$ cat config.mk
export PLATFORM = sky130hd
export DESIGN_NAME = clk_recovery
export DESIGN_NICKNAME = d
export VERILOG_FILES = /design/src/rtl/cdr_pkg.sv /design/src/rtl/cdr_phase_nco.sv /design/src/rtl/cdr_rate_ctl.sv /design/src/rtl/cdr_retime.sv /design/src/rtl/clk_recovery.sv
export SDC_FILE = /design/constraint.sdc
export NUM_CORES = 1
export LEC_CHECK = 0
export BUFFER_PORTS_ARGS = -buffer_cell sky130_fd_sc_hd__buf_2
export CAP_MARGIN = 40
export CORE_ASPECT_RATIO = 1.5
export CORE_MARGIN = 2
export CORE_UTILIZATION = 50
export CTS_CLUSTER_DIAMETER = 200
export DETAILED_ROUTE_END_ITERATION = 8
export GPL_TIMING_DRIVEN = 0
export PLACE_DENSITY = 0.71
export SETUP_SLACK_MARGIN = 0.4
export SLEW_MARGIN = 20
export SYNTH_ARGS = -nofsm -noshare
export SYNTH_HDL_FRONTEND = slang
export SYNTH_HIERARCHICAL = 1
export SYNTH_SLANG_ARGS = --single-unit
export TNS_END_PERCENT = 1
$ cat constraint.sdc
create_clock -name clk -period 2.9 [get_ports clk]
set_input_delay 0.29 -clock clk [delete_from_list [all_inputs] [get_ports clk]]
set_output_delay 0.29 -clock clk [all_outputs]
set_load 0.01 [all_outputs]
$ cat src/rtl/cdr_pkg.sv
package cdr_pkg;

    typedef enum logic [1:0] {
        ST_TRACK = 2'd0,
        ST_HOLD  = 2'd1,
        ST_SLEW  = 2'd2
    } cdr_state_e;

    typedef enum logic [1:0] {
        CORR_NONE = 2'd0,
        CORR_ADV  = 2'd1,
        CORR_RET  = 2'd2
    } corr_e;

endpackage

$ cat src/rtl/cdr_phase_nco.sv
module cdr_phase_nco
    import cdr_pkg::*;
#(
    parameter int FRAC_W = 8
) (
    input  logic              clk,
    input  logic              rst_n,
    input  logic              pulse_i,
    input  logic              track_en_i,
    input  logic [FRAC_W:0]   rate_i,
    output logic              carry_o,
    output corr_e             corr_o
);
    localparam int PW  = FRAC_W + 4;
    localparam int MID = 8;
    localparam logic [PW:0] ONE = {4'b0000, 1'b1, {FRAC_W{1'b0}}};

    logic [PW-1:0] phase_q;
    logic          done_q;
    logic [3:0]    whole;
    logic [PW:0]   sum;
    logic [PW:0]   rate_ext;

    always_comb begin
        whole    = phase_q[PW-1 -: 4];
        rate_ext = {{(PW-FRAC_W){1'b0}}, rate_i};
        corr_o   = CORR_NONE;
        if (pulse_i && track_en_i && !done_q) begin
            if (whole < 4'(MID)) begin
                corr_o = CORR_ADV;
            end else if (whole > 4'(MID)) begin
                corr_o = CORR_RET;
            end
        end
        unique case (corr_o)
            CORR_ADV: sum = {1'b0, phase_q} + rate_ext + ONE;
            CORR_RET: sum = {1'b0, phase_q};
            default:  sum = {1'b0, phase_q} + rate_ext;
        endcase
        carry_o = sum[PW];
    end

    always_ff @(posedge clk or negedge rst_n) begin
        if (!rst_n) begin
            phase_q <= '0;
            done_q  <= 1'b0;
        end else begin
            phase_q <= sum[PW-1:0];
            if (carry_o) begin
                done_q <= 1'b0;
            end else if (corr_o != CORR_NONE) begin
                done_q <= 1'b1;
            end
        end
    end

endmodule

$ cat src/rtl/cdr_rate_ctl.sv
module cdr_rate_ctl
    import cdr_pkg::*;
#(
    parameter int FRAC_W = 8
) (
    input  logic              clk,
    input  logic              rst_n,
    input  logic              los_i,
    input  logic              hold_sel_i,
    input  logic [FRAC_W:0]   ref_rate_i,
    input  logic              carry_i,
    input  corr_e             corr_i,
    output cdr_state_e        state_o,
    output logic [FRAC_W:0]   rate_o
);
    localparam int RW = FRAC_W + 1;
    localparam logic [RW-1:0] NOM  = {1'b1, {FRAC_W{1'b0}}};
    localparam logic [RW-1:0] RMAX = {RW{1'b1}};
    localparam logic [RW-1:0] RMIN = RW'(1);

    cdr_state_e    state_q, state_d;
    logic [RW-1:0] rate_q, rate_d;

    // state register
    always_ff @(posedge clk or negedge rst_n) begin
        if (!rst_n) begin
            state_q <= ST_TRACK;
            rate_q  <= NOM;
        end else begin
            state_q <= state_d;
            rate_q  <= rate_d;
        end
    end

    // next state
    always_comb begin
        state_d = state_q;
        unique case (state_q)
            ST_TRACK: if (los_i) state_d = hold_sel_i ? ST_HOLD : ST_SLEW;
            ST_HOLD: begin
                if (!los_i)          state_d = ST_TRACK;
                else if (!hold_sel_i) state_d = ST_SLEW;
            end
            ST_SLEW: begin
                if (!los_i)          state_d = ST_TRACK;
                else if (hold_sel_i) state_d = ST_HOLD;
            end
            default: state_d = ST_TRACK;
        endcase
    end

    // rate word per state
    always_comb begin
        rate_d = rate_q;
        unique case (state_q)
            ST_TRACK: begin
                if (corr_i == CORR_ADV && rate_q != RMAX) rate_d = rate_q + 1'b1;
                else if (corr_i == CORR_RET && rate_q != RMIN) rate_d = rate_q - 1'b1;
            end
            ST_HOLD: rate_d = rate_q;
            ST_SLEW: begin
                if (carry_i) begin
                    if (rate_q < ref_rate_i)      rate_d = rate_q + 1'b1;
                    else if (rate_q > ref_rate_i) rate_d = rate_q - 1'b1;
                end
            end
            default: rate_d = rate_q;
        endcase
    end

    assign state_o = state_q;
    assign rate_o  = rate_q;

endmodule

$ cat src/rtl/cdr_retime.sv
module cdr_retime (
    input  logic clk,
    input  logic rst_n,
    input  logic pulse_i,
    input  logic carry_i,
    output logic tick_o,
    output logic data_o
);
    logic hit_q;

    always_ff @(posedge clk or negedge rst_n) begin
        if (!rst_n) begin
            hit_q  <= 1'b0;
            tick_o <= 1'b0;
            data_o <= 1'b0;
        end else begin
            tick_o <= carry_i;
            if (carry_i) begin
                data_o <= hit_q | pulse_i;
                hit_q  <= 1'b0;
            end else if (pulse_i) begin
                hit_q  <= 1'b1;
            end
        end
    end

endmodule

$ cat src/rtl/clk_recovery.sv
module clk_recovery
    import cdr_pkg::*;
#(
    parameter int FRAC_W = 8
) (
    input  logic            clk,
    input  logic            rst_n,
    input  logic            pulse_i,
    input  logic            los_i,
    input  logic            hold_sel_i,
    input  logic [FRAC_W:0] ref_rate_i,
    output logic            rclk_en_o,
    output logic            rdata_o
);
    cdr_state_e      state_w;
    corr_e           corr_w;
    logic            carry_w;
    logic [FRAC_W:0] rate_w;
    logic            track_w;

    assign track_w = (state_w == ST_TRACK);

    cdr_phase_nco #(.FRAC_W(FRAC_W)) u_nco (
        .clk        (clk),
        .rst_n      (rst_n),
        .pulse_i    (pulse_i),
        .track_en_i (track_w),
        .rate_i     (rate_w),
        .carry_o    (carry_w),
        .corr_o     (corr_w)
    );

    cdr_rate_ctl #(.FRAC_W(FRAC_W)) u_rate (
        .clk        (clk),
        .rst_n      (rst_n),
        .los_i      (los_i),
        .hold_sel_i (hold_sel_i),
        .ref_rate_i (ref_rate_i),
        .carry_i    (carry_w),
        .corr_i     (corr_w),
        .state_o    (state_w),
        .rate_o     (rate_w)
    );

    cdr_retime u_rt (
        .clk     (clk),
        .rst_n   (rst_n),
        .pulse_i (pulse_i),
        .carry_i (carry_w),
        .tick_o  (rclk_en_o),
        .data_o  (rdata_o)
    );

endmodule

### Yosys cells after proc, flatten, opt, wreduce, memory -nomap -nowiden

Cells that the tools add are included.

| storage, ports and cells | value |
|---|---|
| register bits after elaboration | 27 |
| input bits | 14 |

| operators by class | value |
|---|---|
| $add $sub $neg | 4 |
| $lt $le $gt $ge | 4 |
| reductions and logical operators | 12 |
| muxes and demuxes | 21 |
| bitwise operators | 1 |
| equal/unequal tests | 12 |

Operators by type and width:

| kind | number |
|---|---|
| $mux W9 | 5 |
| $pmux W13 S2 | 1 |
| $mux W2 | 9 |
| $pmux W9 S2 | 1 |
| $add A12 B9 Y13 | 1 |
| $add A13 B9 Y13 const B | 1 |
| $add A9 B1 Y9 const B | 1 |
| $gt A9 B9 Y1 | 1 |
| $lt A9 B9 Y1 | 1 |
| $ne A9 B1 Y1 const B | 1 |
| $ne A9 B9 Y1 const B | 1 |
| $sub A9 B1 Y9 const B | 1 |
| $reduce_bool A2 Y1 | 4 |
| $ne A3 B1 Y1 const B | 2 |
| $ne A3 B3 Y1 const B | 2 |
| $pmux W2 S3 | 1 |
| $eq A2 B1 Y1 const B | 2 |
| $eq A2 B2 Y1 const B | 2 |
| $gt A4 B4 Y1 const B | 1 |
| $logic_and A1 B1 Y1 | 4 |
| $lt A4 B4 Y1 const B | 1 |
| $mux W1 | 4 |
| $ne A2 B2 Y1 const B | 2 |
| $reduce_and A4 Y1 | 1 |
| other kinds (4) | 4 |

### Logic depth before layout (Yosys ltp)

Gate-level depths: netlist (run 1).

| logic depth | value |
|---|---|
| depth in word-level cells | 9 |
| mapped depth | 18 |

### By module

Netlist (run 1), hierarchy kept.

By module, submodules not included:

| module | times used | area each (sq um) | cells an instance |
|---|---|---|---|
| cdr_phase_nco | 1 | 1078.5 | 117 |
| cdr_rate_ctl | 1 | 1026.0 | 115 |
| cdr_retime | 1 | 91.3 | 7 |
| clk_recovery | 1 | 3.8 | 1 |

### Worst setup path before layout (run 1)

OpenSTA, ideal clock, no wires.

| timing | value |
|---|---|
| path kind | register to register |
| start | reg u_rate.rate_q[0], in the netlist u_rate/rate_o[0] |
| end | reg u_rate.rate_q[5], in the netlist u_rate/rate_o[5] |
| arrival time | 3.059 ns |
| setup slack | -0.238 ns |
| stages on the path, launching flop included | 19 |
| path through | dfrtp_1 -> ha_1 -> inv_1 -> fa_1 -> nor2b_2 -> o31a_4 -> o22ai_2 -> xnor2_1 -> ha_1 -> and2_1 -> nand3_1 -> mux2i_1 -> and2_1 -> inv_1 -> a21oi_1 -> o311ai_2 -> buf_6 -> a21oi_2 -> xor2_1 |

| between the ends | value |
|---|---|
| cells in the longest elaborated chain, start to end | 5 |
| elaborated cells on any way between the ends | 21 |
| those cells by class | add/sub (4); order compare (2); eq/ne (5); mux (7); reduce/logical (3) |

Ends and longest elaborated chain:

| what | RTL line | text |
|---|---|---|
| start, declared | cdr_rate_ctl.sv:22 | `logic [RW-1:0] rate_q, rate_d;` |
| start signal, assigned | cdr_rate_ctl.sv:31 | `rate_q <= rate_d;` |
| $add A12 B9 Y13 (*) | cdr_phase_nco.sv:36, cdr_phase_nco.sv:38 |  |
| $add A13 B9 Y13 | cdr_phase_nco.sv:36 | `CORR_ADV: sum = {1'b0, phase_q} + rate_ext + ONE;` |
| $pmux W13 S2 (*) | cdr_phase_nco.sv:35 | `unique case (corr_o)` |
| named net carry_w | clk_recovery.sv:17 | `logic carry_w;` |
| $ne A2 B2 Y1 (no line) (*) | n/a |  |
| $reduce_and A4 Y1 (no line) (*) | n/a |  |

The timed path passes the listed nets; every way through them passes the cells marked *. The select of a mux whose other input is x is not followed.
A chain may end at the register's enable or synchronous reset.

### Final worst setup path (run 1)

| timing | value |
|---|---|
| start | reg u_rate.rate_q[6], in the netlist u_rate/rate_o[6] |
| end | reg u_rate.rate_q[0], in the netlist u_rate/rate_o[0] |

The elaborated chain is that of the path after synthesis.

==> results of run 1 <==
-- cells in the mapped netlist, types with 4 or more instances --
library cell and number:
dfrtp_1 26, nand3_1 10, nor2_1 16, xnor2_1 8
a21oi_1 13, and3_1 5, mux2i_1 4, xor2_1 9
inv_1 19, nand2_1 21, o21a_1 5, o21ai_0 13
ha_1 23, a21oi_2 6
-- worst max-delay path: stages, from the launching register on --
cell and delay, ps:
dfrtp_2 500, ha_4 210, or4_4 500, o22ai_4 200, xnor2_2 150, ha_2 200
and2_4 150, nand3_2 70, mux2i_1 160, and2_4 170, inv_2 40, a21oi_4 140
o311ai_4 120, buf_6 170, buf_4 140, xnor2_1 110
-- where the power goes --
group,switching (mW),leakage [nW],total (mW),internal (mW)
clock,0.131,0.0217,0.228,0.0978
combinational,1.11,0.831,2.19,1.08
sequential,0.197,0.311,0.775,0.577
total,1.44,1.16,3.19,1.75
-- metrics by stage --
step / power, mW / setup slack, ps / util (%)
2_1_floorplan: 2.24 / -108 / -
3_3_place_gp: 2.56 / -488 / 56.4
3_5_place_dp: 2.61 / -554 / 56.4
4_1_cts: 3.15 / -235 / 62.0
5_1_grt: 3.49 / -446 / 62.2
6_report: 3.19 / -236 / 62.2
-- repair_timing --
action	4_1_cts	5_1_grt
cloned	1	0
pin swaps	13	0
endpoints found under the setup margin	14	13
gates resized for setup	18	4
setup buffers	12	0
-- state kept, by name, summed over array words and instances (netlist names) --
register        cells
u_nco/done_q        1
u_nco/phase_q      12
u_rate/rate_o       9
u_rate/state_o      2
u_rt/data_o         1
u_rt/hit_q          1
u_rt/tick_o         1
-- per-layer routing --
layer / routed length [um] / track usage (%) / up-vias / part of all wire (%)
li1: - / - / 927 / -
met1: 2120 / 26.4 / 896 / 42
met2: 2750 / 40.0 / 36 / 54
met3: 117 / 2.44 / 6 / 2.3
met4: 61 / 8.25 / 0 / 1.2
met5: 0 / 0 / - / 0
-- layout make-up --
cell class | instances | area share [%]
plain buffers | 3 | 1.04
multi-input cells | 191 | 59.8
clock inverters | 1 | 0.284
flip-flops and latches | 27 | 26.0
clock buffers | 3 | 1.56
well taps | 46 | 2.18
repair buffers | 28 | 6.44
inverters | 19 | 2.70
-- worst max path at each step --
stage	from	endpoint
4_1_cts	u_rate/rate_o[0]	u_rate/rate_o[3]
2_1_floorplan	u_rate/rate_o[0]	u_rate/rate_o[6]
5_1_grt	u_nco/phase_q[0]	u_rate/rate_o[5]
3_5_place_dp	u_rate/rate_o[1]	u_rate/rate_o[3]
3_3_place_gp	u_rate/rate_o[1]	u_rate/rate_o[3]
6_report	u_rate/rate_o[6]	u_rate/rate_o[0]
-- cells in the final DEF, fill, tap and decap left out, drive strengths merged, types with 9 or more instances in the layout --
cell   Yosys  final
xor2       9      9
ha        23     23
nor2      16     16
nand2     21     21
a21oi     19     19
nand3     10     10
buf        2     30
inv       19     19
dfrtp     26     26
o21ai     15     15
-- cells by family after synthesis --
family	after synthesis	synth area share, %
AOI/OAI and AO/OA	67	22.6
muxes	6	2.84
xor gates and xnor gates	17	6.77
adders and majority gates	24	14.0
DFF	27	30.8
buffers and inverters	22	4.44
and+or+nand+nor	77	18.6
==> metrics.csv, run 1 <==
stage;metric;value;unit
logic_synthesis;Syn Nets;278;
layout;fraction of layout cells with a size suffix above 1;32.0;%
clocking;CTS Hold Bufs;0;
grt;vias in the first global route;1831;
clocking;CTS tree;yes;
setup_path;R2R Setup Slk;-240;ps
layout;Storage cell area;687;um^2
power;P per Cell Area;1210;mW/mm^2
clocking;Num CTS Buffers;3;
logic_synthesis;Syn Area/Cell;9.17;um^2
sta;Slew headroom;58.3;%
die;Rows;29;
job;max_cap viols;0;
die;Initial Utilization;51.8;%
logic_synthesis;Synth cell types;58;
grt;largest net degree at the start of global routing;28;
setup_path;Arrival @ worst endpoint;3310;ps
setup_path;CP Max Fanout;7;
detailed_routing;routed vias;1865;
power;Pleak;1.16;nW
placement;gp weighted congestion;0.755;
sta;Final Hold Violating Endpoints;0;
grt;total grt overflow;0;
setup_path;CP Launch Type;flip-flop;
grt;initial antenna violation count;0;
setup_path;CP endpoint kind;flip-flop;
sta;RSZ-0062 raised after global routing;yes;
detailed_routing;DRC marker count from the first detailed-route iteration;101;
run_status;status;finished with violations;
setup_path;Crit Path Class;flip-flop to flip-flop;
sta;Tmin final;3140;ps
layout;Nets;311;
logic_synthesis;number of synthesized flops with an enable pin;0;
power;peak supply drop;0.790;mV
placement;I/O Buffers;15;
logic_synthesis;synthesized instance count;240;
clocking;clock sink count;27;
run_status;failing checks;negative setup slack;
clocking;Clock Tree Root;clkbuf_8;
layout;# fillers;385;
grt;first-pass GRT wire length;8.54;mm
layout;Finished Cell Area;0.00264;mm^2
detailed_routing;drt total wl;5.05;mm
clocking;Clock Latency Late Sink;280;ps
logic_synthesis;flip-flop and latch count after synthesis;27;
layout;Multi-input gate area;0.00158;mm^2
placement;placed insts;301;
sta;worst-margin pin slew;626;ps
clocking;clock-pin slew on the worst setup and hold paths;100;ps
die;I/O pin total;16;
detailed_routing;Residual DRC;0;
layout;diode count;0;
detailed_routing;WL/cell;15.9;um
sta;pins over their slew limit;0;
setup_path;r2r endpoint;u_rate/rate_o[0];
sta;Setup Viol. Count Final;9;
detailed_routing;drt first pass iters;4;
logic_synthesis;Yosys top cell area share;29.6;%
setup_path;worst-case reg-to-reg path depth;15;
logic_synthesis;sequential fraction of the synthesis area;30.8;%
layout;Area Growth Syn to Fin;20.1;%
die;Die ar.;0.00496;mm^2
placement;placed instance area;0.00239;mm^2
sta;setup TNS;-1830;ps
die;Core Box Area;0.00425;mm^2
layout;non-filler cells, final;318;
clocking;htree depth;1;
logic_synthesis;synth warn;6;
sta;final hold slack;12.3;ps
die;die height;85.2;um
hold_path;worst min-delay path category;primary input to asynchronous set/reset pin;
detailed_routing;Routed Antenna Nets;0;
grt;global-route usage over all layers;22.2;%
logic_synthesis;top cells by area, synth;dfrtp_1, ha_1, nand2_1;
sta;FMAX;0.319;GHz
logic_synthesis;Main synth FF type;dfrtp_1;
placement;final HPWL from detailed placement;3.46;mm
setup_path;data required time of the worst path;3080;ps
clocking;Max Buffers Root-to-Sink;2;
detailed_routing;Via-to-Cell Ratio;5.86;
logic_synthesis;Yosys top cell by area;dfrtp_1;
sta;Fin Clk Skew;1.99;ps
sta;period utilization;108;%
die;die extent in x;58.2;um
logic_synthesis;Netlist Area Pre-Place;0.00220;mm^2
setup_path;RR Startpoint;u_rate/rate_o[6];
sta;setup ws final;-236;ps
logic_synthesis;Async S/R FF share, synth;100;%
No activity file was read; power rests on OpenSTA's default activity.
==> run 2: changes to the inputs <==
Settings changed: CELL_PAD_IN_SITES_DETAIL_PLACEMENT set to 1, CELL_PAD_IN_SITES_GLOBAL_PLACEMENT set to 1, CORE_UTILIZATION 50 to 42, PLACE_DENSITY 0.71 to 0.76.
==> metrics.csv, run 2 (synthesis gave the netlist of run 1 again) <==
stage;metric;value;unit
clocking;clock sink count;27;
sta;Final Hold Violating Endpoints;0;
clocking;Num CTS Buffers;3;
layout;Area Growth Syn to Fin;22.6;%
power;P per Cell Area;1220;mW/mm^2
layout;commonest non-fill, non-tap cell in the layout;nand2_1;
clocking;Clock Latency Late Sink;280;ps
layout;# fillers;601;
placement;placed instance area;0.00242;mm^2
power;Final Power;3.30;mW
detailed_routing;drt total wl;5.90;mm
layout;Finished Cell Area;0.00270;mm^2
layout;commonest non-fill, non-tap cells in the layout;nand2_1, dfrtp_1, buf_4;
layout;fraction of layout cells with a size suffix above 1;34.2;%
placement;final HPWL from detailed placement;4.25;mm
clocking;Max Buffers Root-to-Sink;2;
grt;total grt overflow;0;
detailed_routing;Routed Antenna Nets;0;
run_status;failing checks;negative setup slack;
layout;diode count;0;
setup_path;CP Launch Type;flip-flop;
die;die height;92.6;um
sta;pins over their slew limit;0;
job;max_cap viols;0;
detailed_routing;Via-to-Cell Ratio;5.57;
detailed_routing;drt first pass iters;4;
setup_path;Crit Path Class;flip-flop to flip-flop;
setup_path;data required time of the worst path;3110;ps
die;die extent in x;63.1;um
die;Core Box Area;0.00508;mm^2
placement;I/O Buffers;15;
sta;setup ws final;-308;ps
layout;Nets;317;
sta;final hold slack;13.3;ps
sta;Tmin final;3210;ps
sta;setup TNS;-2340;ps
detailed_routing;routed vias;1928;
die;Initial Utilization;43.3;%
grt;vias in the first global route;2093;
hold_path;worst min-delay path category;primary input to asynchronous set/reset pin;
layout;Multi-input gate area;0.00157;mm^2
setup_path;RR Startpoint;u_rate/rate_o[0];
clocking;htree depth;1;
layout;Storage cell area;687;um^2
sta;period utilization;111;%
run_status;status;finished with violations;
layout;Biggest register;u_nco/phase_q;
power;peak supply drop;0.524;mV
sta;FMAX;0.312;GHz
clocking;clock-pin slew on the worst setup and hold paths;100;ps
clocking;Clock Tree Root;clkbuf_8;
clocking;CTS tree;yes;
sta;Setup Viol. Count Final;9;
die;Rows;32;
layout;Largest register FFs;12;
die;Die ar.;0.00584;mm^2
grt;global-route usage over all layers;22.1;%
grt;first-pass GRT wire length;10.1;mm
sta;worst-margin pin slew;647;ps
setup_path;Critical path origin;u_rate/rate_o[0];
placement;Setup WS pre-CTS;-559;ps
detailed_routing;WL/cell;17.0;um
power;Pleak;1.20;nW
sta;Slew headroom;56.8;%
setup_path;CP endpoint kind;flip-flop;
die;I/O pin total;16;
setup_path;Arrival @ worst endpoint;3420;ps
placement;gp weighted congestion;0.727;
sta;Fin Clk Skew;3.57;ps
grt;initial antenna violation count;0;
detailed_routing;Residual DRC;0;
sta;RSZ-0062 raised after global routing;yes;
grt;largest net degree at the start of global routing;28;
detailed_routing;DRC marker count from the first detailed-route iteration;55;
setup_path;CP Max Fanout;5;
-- run 2: through the flow --
step,instances,utilization [%]
CTS,343,52.4
finish,346,53.1
floorplan,240,-
detailed placement,323,47.6
global placement,323,47.6
global route,346,53.1
-- run 2: final timing paths --
check	endpoint	slack, ps	cells past startpoint
setup / recovery	u_rate/rate_o[6]	-310	18
hold / removal	u_nco/phase_q[11]	10	1
setup reg to reg	u_rate/rate_o[6]	-310	18
hold reg to reg	u_nco/phase_q[4]	500	1
max in group asynchronous	u_rate/rate_o[0]	2420	1
min in group clk	u_rate/state_o[1]	150	2
-- run 2: timing repair --
item	in CTS	in global routing
hold buffers	0	0
resized for setup	16	6
setup endpoints to repair	14	13
pin swaps	13	4
buffers inserted	15	3
cloned	1	0
-- run 2: power breakdown --
| group | switching, mW | leakage, nW | internal (mW) |
|---|---|---|---|
| clock | 0.132 | 0.0255 | 0.0968 |
| sequential | 0.172 | 0.311 | 0.577 |
| combinational | 1.18 | 0.866 | 1.14 |
| total | 1.48 | 1.20 | 1.81 |
-- run 2: layout make-up --
class,instances,share of cell area (%)
Buffer,3,1.02
Clock buffer,3,1.53
Clock inverter,1,0.186
Inverter,19,2.64
Multi-Input combinational cell,191,58.0
Sequential cell,27,25.5
Tap cell,68,3.15
Timing Repair Buffer,34,7.98
-- run 2: metal layers --
| metal | track usage, % | vias up | routed length (um) |
|---|---|---|---|
| li1 | - | 941 | - |
| met1 | 25.1 | 961 | 2480 |
| met4 | 9.26 | 0 | 131 |
| met3 | 2.31 | 8 | 69 |
| met5 | 0 | - | 0 |
| met2 | 41.2 | 18 | 3220 |
-- run 2: critical path: stages (launching register included) --
cell and delay [ps]:
dfrtp_2 450, ha_4 170, inv_2 50, fa_2 210
nor2b_2 50, o31a_4 310, o22ai_4 180, xnor2_2 150
ha_2 190, and2_4 150, nand3_2 70, mux2i_1 140
and2_4 170, inv_2 40, a21oi_4 170, o311ai_4 150
buf_6 180, a21oi_2 130, xor2_1 160
==> run 3: changes to the inputs <==
Settings changed: CORE_UTILIZATION 42 to 47, CTS_CLUSTER_DIAMETER 200 to unset, PLACE_DENSITY 0.76 to 0.8.
Clock period 2.9 ns to 3.15 ns, I/O delays scaled along.
==> metrics.csv, run 3 (synthesis gave the netlist of run 1 again) <==
stage;metric;value;unit
sta;RSZ-0062 raised after global routing;yes;
detailed_routing;DRC marker count from the first detailed-route iteration;61;
sta;Slew headroom;55.4;%
grt;global-route usage over all layers;24.8;%
die;die extent in x;59.9;um
setup_path;Arrival @ worst endpoint;3370;ps
setup_path;CP endpoint kind;flip-flop;
sta;worst-margin pin slew;668;ps
detailed_routing;Residual DRC;0;
clocking;Max Buffers Root-to-Sink;2;
grt;vias in the first global route;2118;
clocking;Clock Tree Root;clkbuf_8;
power;Final Power;3.07;mW
power;Sw Ratio;45.7;%
setup_path;cell family with most CP delay;simple AND/OR/NAND/NOR gates;
sta;Final Hold Violating Endpoints;0;
clocking;CTS Hold Bufs;0;
layout;Nets;318;
sta;period utilization;102;%
placement;placed insts;303;
setup_path;data required time of the worst path;3310;ps
layout;Biggest register;u_nco/phase_q;
placement;gp weighted congestion;0.772;
clocking;Clock Latency Late Sink;290;ps
clocking;htree depth;1;
layout;# fillers;521;
layout;non-filler cells, final;327;
layout;Area Growth Syn to Fin;22.0;%
sta;setup ws final;-57.2;ps
setup_path;Slowest cell on crit path;dfrtp_2;
layout;Multi-input gate area;0.00156;mm^2
layout;Finished Cell Area;0.00268;mm^2
placement;Setup WS pre-CTS;-303;ps
power;Pleak;1.20;nW
hold_path;worst min-delay path category;primary input to asynchronous set/reset pin;
layout;Largest register FFs;12;
detailed_routing;WL/cell;18.4;um
setup_path;CP Launch Type;flip-flop;
power;Flop pwr share;22.8;%
run_status;status;finished with violations;
power;peak supply drop;0.572;mV
power;Gate power share;70.1;%
layout;commonest non-fill, non-tap cells in the layout;buf_4, nand2_1, dfrtp_1;
layout;diode count;0;
job;max_cap viols;0;
setup_path;Buffers & Inverters on Critical Path;2;
grt;largest net degree at the start of global routing;28;
detailed_routing;drt first pass iters;4;
grt;first-pass GRT wire length;9.85;mm
sta;setup TNS;-227;ps
sta;Tmin final;3210;ps
detailed_routing;Routed Antenna Nets;0;
detailed_routing;routed vias;1983;
setup_path;CP cell instances;buf_4 > buf_4 > ha_1 > and3_1 > and3_2 > and3_1 > ha_1 > nor3b_2 > or2_2 > o21a_1 > nand2_2 > xnor2_1 > o21ai_1;
power;Pint;1.67;mW
grt;total grt overflow;0;
setup_path;delay of the slowest critical-path stage;450;ps
placement;I/O Buffers;15;
sta;pins over their slew limit;0;
run_status;failing checks;negative setup slack;
clocking;clock-pin slew on the worst setup and hold paths;110;ps
die;I/O pin total;16;
layout;fraction of layout cells with a size suffix above 1;34.4;%
setup_path;CP Max Fanout;7;
placement;placed instance area;0.00240;mm^2
setup_path;Crit Path Class;flip-flop to flip-flop;
die;Rows;30;
detailed_routing;drt total wl;6.02;mm
grt;initial antenna violation count;0;
layout;Storage cell area;687;um^2
power;P per Cell Area;1150;mW/mm^2
power;Clock Power Share;7.1;%
clocking;clock sink count;27;
die;Die ar.;0.00525;mm^2
die;Core Box Area;0.00450;mm^2
clocking;CTS tree;yes;
placement;final HPWL from detailed placement;4.15;mm
detailed_routing;Via-to-Cell Ratio;6.06;
die;die height;87.8;um
power;Psw;1.41;mW
sta;FMAX;0.312;GHz
sta;Fin Clk Skew;10.2;ps
die;Initial Utilization;48.8;%
clocking;Num CTS Buffers;3;
sta;Setup Viol. Count Final;7;
[run 3: changes by cell type in the layout (fill, tap and decap cells not counted), sizes merged]
cell / previous run / this run
clkinv: 1 / 0
clkinvlp: 0 / 1
buf: 36 / 37
[run 3: area by class of cell]
class / instances / share of cell area [%]
inverter: 19 / 2.75
buffer: 3 / 1.03
clock buffer: 3 / 1.54
multi-input combinational: 191 / 58.3
sequential: 27 / 25.6
tap: 48 / 2.24
clock inverter: 1 / 0.280
timing repair buffer: 35 / 8.30
[run 3: final timing paths]
path,from,to,slack [ps],cells after the start
min in group clk,hold_sel_i,u_rate/state_o[1],170,2
worst min register to register,u_nco/phase_q[4],u_nco/phase_q[4],490,1
worst max register to register,u_rate/rate_o[0],u_rate/rate_o[1],-60,13
worst max-delay path,u_rate/rate_o[0],u_rate/rate_o[1],-60,13
max in group asynchronous,rst_n,u_rate/rate_o[4],2630,1
worst min-delay path,rst_n,u_nco/phase_q[11],40,1
[run 3: timing repair]
item | in CTS | in global routing
resized for setup | 17 | 5
buffers inserted | 12 | 7
endpoints found under the setup margin | 11 | 10
cloned | 1 | 0
pin swaps | 7 | 4
[run 3: power groups by stage]
stage	Combinational [mW]	Sequential [mW]	Clock [mW]
floorplan	1.35	0.705	0
global placement	1.61	0.759	0
detailed placement	1.70	0.771	0
CTS	2.04	0.708	0.224
global route	2.38	0.719	0.240
finish	2.16	0.700	0.218
[run 3: metal layers]
layer,global-route usage (%),share of wire (%)
met5,0,0
met3,2.95,2.3
met4,11.5,3.0
met2,44.5,55
met1,28.5,40
[run 3: per-stage QoR]
stage	hold slack (ps)	util, %
detailed placement	388	53.2
floorplan	19.4	-
finish	42.6	59.6
global placement	381	53.2
global route	86.0	59.6
CTS	57.7	58.1
